===== config.mk =====
export PLATFORM = sky130hd
export DESIGN_NAME = psc_ratio_prescaler
export DESIGN_NICKNAME = d
export VERILOG_FILES = /design/src/rtl/psc_pkg.sv /design/src/rtl/psc_run_sync.sv /design/src/rtl/psc_ratio_buf.sv /design/src/rtl/psc_div_count.sv /design/src/rtl/psc_ratio_prescaler.sv
export SDC_FILE = /design/constraint.sdc
export NUM_CORES = 1
export LEC_CHECK = 0
export ABC_CLOCK_PERIOD_IN_PS = 3200
export BUFFER_PORTS_ARGS = -buffer_cell sky130_fd_sc_hd__buf_2
export CORE_ASPECT_RATIO = 0.6
export CORE_MARGIN = 1
export CORE_UTILIZATION = 45
export CTS_BUF_LIST = sky130_fd_sc_hd__clkbuf_4
export CTS_CLUSTER_SIZE = 8
export DETAILED_ROUTE_END_ITERATION = 8
export HOLD_SLACK_MARGIN = 0.15
export PLACE_DENSITY = 0.76
export REMOVE_ABC_BUFFERS = 1
export SYNTH_ARGS = -nofsm -noshare
export SYNTH_HDL_FRONTEND = slang
export SYNTH_SLANG_ARGS = --single-unit

===== constraint.sdc =====
create_clock -name clk -period 3.2 [get_ports clk]
set_clock_uncertainty 0.1 [all_clocks]
set_input_delay 0.16 -clock clk [delete_from_list [all_inputs] [get_ports clk]]
set_output_delay 0.16 -clock clk [all_outputs]
set_load 0.01 [all_outputs]

===== src/rtl/psc_pkg.sv =====
package psc_pkg;
  localparam int unsigned PSC_W_DEF = 16;

  typedef struct packed {
    logic load;   // copy staging ratio into active ratio
    logic clear;  // restart the division count
  } psc_ctl_t;
endpackage


===== src/rtl/psc_run_sync.sv =====
module psc_run_sync (
  input  logic clk,
  input  logic rst_n,
  input  logic run_i,
  output logic en_o
);
  always_ff @(posedge clk or negedge rst_n) begin
    if (!rst_n) en_o <= 1'b0;
    else        en_o <= run_i;
  end

  // enable tracks run with one cycle of lag
  a_r2_en_follows: assert property (@(posedge clk) disable iff (!rst_n)
    run_i |=> en_o);
  a_r10_en_drops: assert property (@(posedge clk) disable iff (!rst_n)
    !run_i |=> !en_o);
endmodule


===== src/rtl/psc_ratio_buf.sv =====
module psc_ratio_buf #(
  parameter int unsigned W = psc_pkg::PSC_W_DEF
) (
  input  logic         clk,
  input  logic         rst_n,
  input  logic         wr_en_i,
  input  logic [W-1:0] wr_data_i,
  input  logic         load_i,
  output logic [W-1:0] active_o
);
  logic [W-1:0] stage_q;

  always_ff @(posedge clk or negedge rst_n) begin
    if (!rst_n) begin
      stage_q  <= '0;
      active_o <= '0;
    end else begin
      if (load_i)  active_o <= stage_q;
      if (wr_en_i) stage_q  <= wr_data_i;
    end
  end

  // without a load the active ratio never moves
  a_r4_hold_without_load: assert property (@(posedge clk) disable iff (!rst_n)
    !load_i |=> $stable(active_o));
  // a load takes the staged value from before the edge
  a_r5_load_old_stage: assert property (@(posedge clk) disable iff (!rst_n)
    load_i |=> active_o == $past(stage_q));
endmodule


===== src/rtl/psc_div_count.sv =====
module psc_div_count #(
  parameter int unsigned W = psc_pkg::PSC_W_DEF
) (
  input  logic              clk,
  input  logic              rst_n,
  input  logic              en_i,
  input  psc_pkg::psc_ctl_t ctl_i,
  input  logic [W-1:0]      ratio_i,
  output logic              tick_o
);
  localparam logic [W-1:0] ONE = {{(W-1){1'b0}}, 1'b1};

  logic [W-1:0] cnt_q;
  logic         wrap;

  // compare with >= so a count above a freshly lowered ratio wraps at once
  assign wrap   = (cnt_q >= ratio_i);
  assign tick_o = en_i && !ctl_i.clear && wrap;

  always_ff @(posedge clk or negedge rst_n) begin
    if (!rst_n)          cnt_q <= '0;
    else if (ctl_i.clear) cnt_q <= '0;
    else if (en_i)       cnt_q <= wrap ? '0 : cnt_q + ONE;
  end

  // reinitialize leaves a zero count
  a_r6_clear_zero: assert property (@(posedge clk) disable iff (!rst_n)
    ctl_i.clear |=> cnt_q == '0);
  // a tick restarts the count
  a_r3_tick_restarts: assert property (@(posedge clk) disable iff (!rst_n)
    tick_o |=> cnt_q == '0);
  // with no enable and no clear the count holds
  a_r10_hold_idle: assert property (@(posedge clk) disable iff (!rst_n)
    (!en_i && !ctl_i.clear) |=> $stable(cnt_q));
endmodule


===== src/rtl/psc_ratio_prescaler.sv =====
module psc_ratio_prescaler #(
  parameter int unsigned W = psc_pkg::PSC_W_DEF
) (
  input  logic         clk,
  input  logic         rst_n,
  input  logic         run_i,
  input  logic         wr_valid_i,
  output logic         wr_ready_o,
  input  logic [W-1:0] wr_data_i,
  input  logic         upd_i,
  input  logic         upd_dis_i,
  input  logic         reinit_i,
  output logic         tick_o,
  output logic [W-1:0] ratio_o
);
  psc_pkg::psc_ctl_t ctl;
  logic              en;

  assign wr_ready_o = 1'b1;
  assign ctl.load   = (upd_i || reinit_i) && !upd_dis_i;
  assign ctl.clear  = reinit_i;

  psc_run_sync u_sync (
    .clk   (clk),
    .rst_n (rst_n),
    .run_i (run_i),
    .en_o  (en)
  );

  psc_ratio_buf #(.W(W)) u_buf (
    .clk       (clk),
    .rst_n     (rst_n),
    .wr_en_i   (wr_valid_i && wr_ready_o),
    .wr_data_i (wr_data_i),
    .load_i    (ctl.load),
    .active_o  (ratio_o)
  );

  psc_div_count #(.W(W)) u_cnt (
    .clk     (clk),
    .rst_n   (rst_n),
    .en_i    (en),
    .ctl_i   (ctl),
    .ratio_i (ratio_o),
    .tick_o  (tick_o)
  );

  // blocked updates never alter the ratio
  a_r7_blocked: assert property (@(posedge clk) disable iff (!rst_n)
    upd_dis_i |=> $stable(ratio_o));
  // no tick in the cycle after run was low
  a_r2_no_early_tick: assert property (@(posedge clk) disable iff (!rst_n)
    !run_i |=> !tick_o);
  // write port never stalls
  a_r9_ready: assert property (@(posedge clk) disable iff (!rst_n)
    wr_ready_o);
endmodule


==> impl_results.md <==
* Critical Path AT at 2340 ps
* GPL Wtd Cong at ~0.80
* DRC viols at 4
* Post-layout power at about 1.3 mW
* Reg2Reg Setup Slack at approximately 760 ps
* Core Region at 0.005205 mm^2
* Lkg Pwr at 1.454 nW
* First-pass GRT wire length at 8528 um
* Boundary pin count at between 40 and 50
* Async set-or-reset flop fraction in the synthesized netlist at 100.0%
* Width of the die at 98.30 um
* GR peak layer: met2
* CP Launch Point: u_cnt.cnt_q[13]
* Met1 Usage GRT at between 20% and 30%
* EDFF count, synth at 0
* HP Start: wr_valid_i
* VDD IR max at between 0.3 and 0.4 mV
* Starting Density at between 40% and 50%
* CP Launch Type: flop
* Failing checks: DRC
* Layout net count at 321
* CTS tree: built
* Clock-pin transition on the worst setup and hold timing paths at 150 ps
* Kind of critical path: reg -> out
* Pre-CTS setup slack at 797.7 ps
* #FFs+latches synth at 49
* MaxCap Viol Count at 0
* Worst Slack Setup Final at approximately 600 ps
* Antenna Nets Post-Route at 0
* Share of cells above drive strength 1 at between 30% and 40%
* Total GRT Usage at 19.10%
* Post-synth top flop: dfrtp_1
* Die area at 0.005876 mm^2
* GR Util met2 at approximately 30%
* Main combinational cell family by area after synthesis: multiplexers
* # H-tree levels at 2
* Cells after Synth at 220
* Synth unique cells at 38
* Adder-Cell Fraction of Synth Area at 8.496%
* TritonCTS Buffers at 5
* Mux share of post-synthesis cell area at 15.19%
* Root buf cell: clkbuf_4
* HP Class: in -> reg
* Worst endpoint required time at 2940 ps
* Largest net degree at the start of global routing at 39
* Setup bufs post-CTS at 0
* # clock sinks at 49
* DPL Wire Length at around 3400 um
* P&R area growth vs syn at 19.84%
* Synth Area in Compound Gates at 10.64%
* Synth Area in XOR/XNOR at 0%
* Final instance count without filler cells at 348
* Filler instances at 448
* Worst-path fanout max at 4
* Initial antenna violation count at 0
* Via density at between 5 and 6
* Worst skew pair latency at ~370 ps
* Avg Inst Size Synth at 11.38 um^2
* Register area share after synthesis at 48.98%
* Met3 Use GR at under 10%
* Clk buf depth at 2
* Cell Pwr Density at between 400 and 500 mW/mm^2
* RSZ-0062 raised after global routing: false
* Vias in the first global route at approximately 1800
* Setup violations, final at 0
* Pins Over Slew Limit at 0
* Die Y at 59.78 um
* PortBufs at 39
* Mapped Area at 0.002504 mm^2
* WL per Instance at 14.03 um
* Setup_tns at 0 ps
* Fmax at 384.7 MHz
* Number of iterations in the first detailed-routing pass at 6
* Post-Place Cells at 321
* Tmin final at between 2000 and 3000 ps
* Final WL at just under 5000 um
* GRT Residual Overflow at 0
* Antenna diode count at 0
* Vias at approximately 1900
* Placement row count at 20
* Post-Synth Simple-Gate Area at 11.54%
* Max_slew headroom at 43.57%
* Slew @ Worst Pin at 846.5 ps
* R2r startpoint: u_cnt.cnt_q[2]
* Status: complete, but fails checks
* Initial DRC count at 93
* Yosys warnings at 0
* Fin crit share at approximately four fifths
* Critical Path Sink Type: primary output
* Final Hold Viols at 0
-- layout make-up --
cell class | instances | area, um^2 | share of cell area, %
Sequential cell | 49 | 1226 | 40.87
Multi-Input combinational cell | 145 | 1152 | 38.41
Tap cell | 66 | 82.58 | 2.752
Inverter | 19 | 71.32 | 2.377
Clock buffer | 5 | 37.54 | 1.251
Timing Repair Buffer | 61 | 407.9 | 13.59
Clock inverter | 3 | 22.52 | 0.7506
-- cells in the final DEF (no fill, tap or decap), drive strengths merged, types with 2 or more instances in the layout --
cell	n
a22oi	2
o21a	3
and3	5
a21oi	10
nand3	13
dlygate4sd3	19
o21ai	5
a21o	2
clkinvlp	3
a31oi	8
nor2	6
ha	17
dfrtp	49
clkbuf	5
nand2	12
mux2	32
inv	19
a211o	3
buf	42
or3	3
or2	2
mux2i	2
nand4	5
nand2b	6
-- flip-flops by register name, indices dropped and copies added (netlist names) --
name	flops
u_buf.active_o	16
u_sync.en_o	1
u_buf.stage_q	16
u_cnt.cnt_q	16
-- critical path, cell delays in order (launching register included) --
cell     delay (ps)
dfrtp_1         460
ha_1            320
nand4_1         130
nor3_1          490
nand2_1         140
a31oi_1         240
buf_2           180
-- stage by stage --
| step | util, % | area [um^2] | hold WS (ps) |
|---|---|---|---|
| floorplan | - | 2450 | -235.6 |
| detailed placement | 52.84 | 2750 | 173.7 |
| global route | 57.64 | 3000 | 211.3 |
| global placement | 52.84 | 2750 | 171.2 |
| CTS | 57.64 | 3000 | 198.3 |
| finish | 57.64 | 3000 | 211.2 |
-- logic make-up (layout without fill, tap and decap cells) --
logic type,after synthesis,in the layout
AOI/OAI and AO/OA,38,38
buffers and inverters,26,88
DFF,49,49
adders and majority gates,17,17
muxes,34,34
and+or+nand+nor,55,55
other,1,1
-- final timing paths --
check / to / cells after the start
max: tick_o / 6
min: u_buf.stage_q[4] / 2
max reg2reg: u_cnt.cnt_q[14] / 7
min reg2reg: u_buf.active_o[13] / 1
max in group asynchronous: u_buf.active_o[2] / 3
min in group asynchronous: u_buf.active_o[14] / 2
-- synthesized netlist by cell type, types with 2 or more instances --
cell,count,share of area [%]
a211o_1,3,1.0
a21o_1,2,0.60
a21oi_1,10,2.0
a22oi_1,2,0.60
a31oi_1,8,2.0
and3_1,5,1.2
clkbuf_1,3,0.45
dfrtp_1,49,49
ha_1,17,8.5
inv_1,19,2.8
mux2_2,32,14
mux2i_1,2,0.80
nand2_1,10,1.5
nand2_2,2,0.50
nand2b_1,6,1.5
nand3_1,13,2.6
nand4_1,5,1.2
nor2_1,6,0.90
o21a_1,3,0.90
o21ai_1,3,0.60
or3_1,3,0.75
-- layer usage --
layer	vias up	wire, um
li1	909	-
met1	893	2457
met5	-	0
met3	4	278
met4	0	47
met2	49	2098
-- power breakdown --
part	internal (mW)	switching (mW)
combinational	0.140	0.131
clock	0.0852	0.211
sequential	0.683	0.0490
total	0.909	0.391
-- what timing repair did --
| item | in CTS | in global routing |
|---|---|---|
| gates resized for setup | 0 | 0 |
| hold endpoints to repair | 61 | 0 |
| hold buffers | 19 | 0 |
Note: power is estimated with default switching activity, not from simulation.
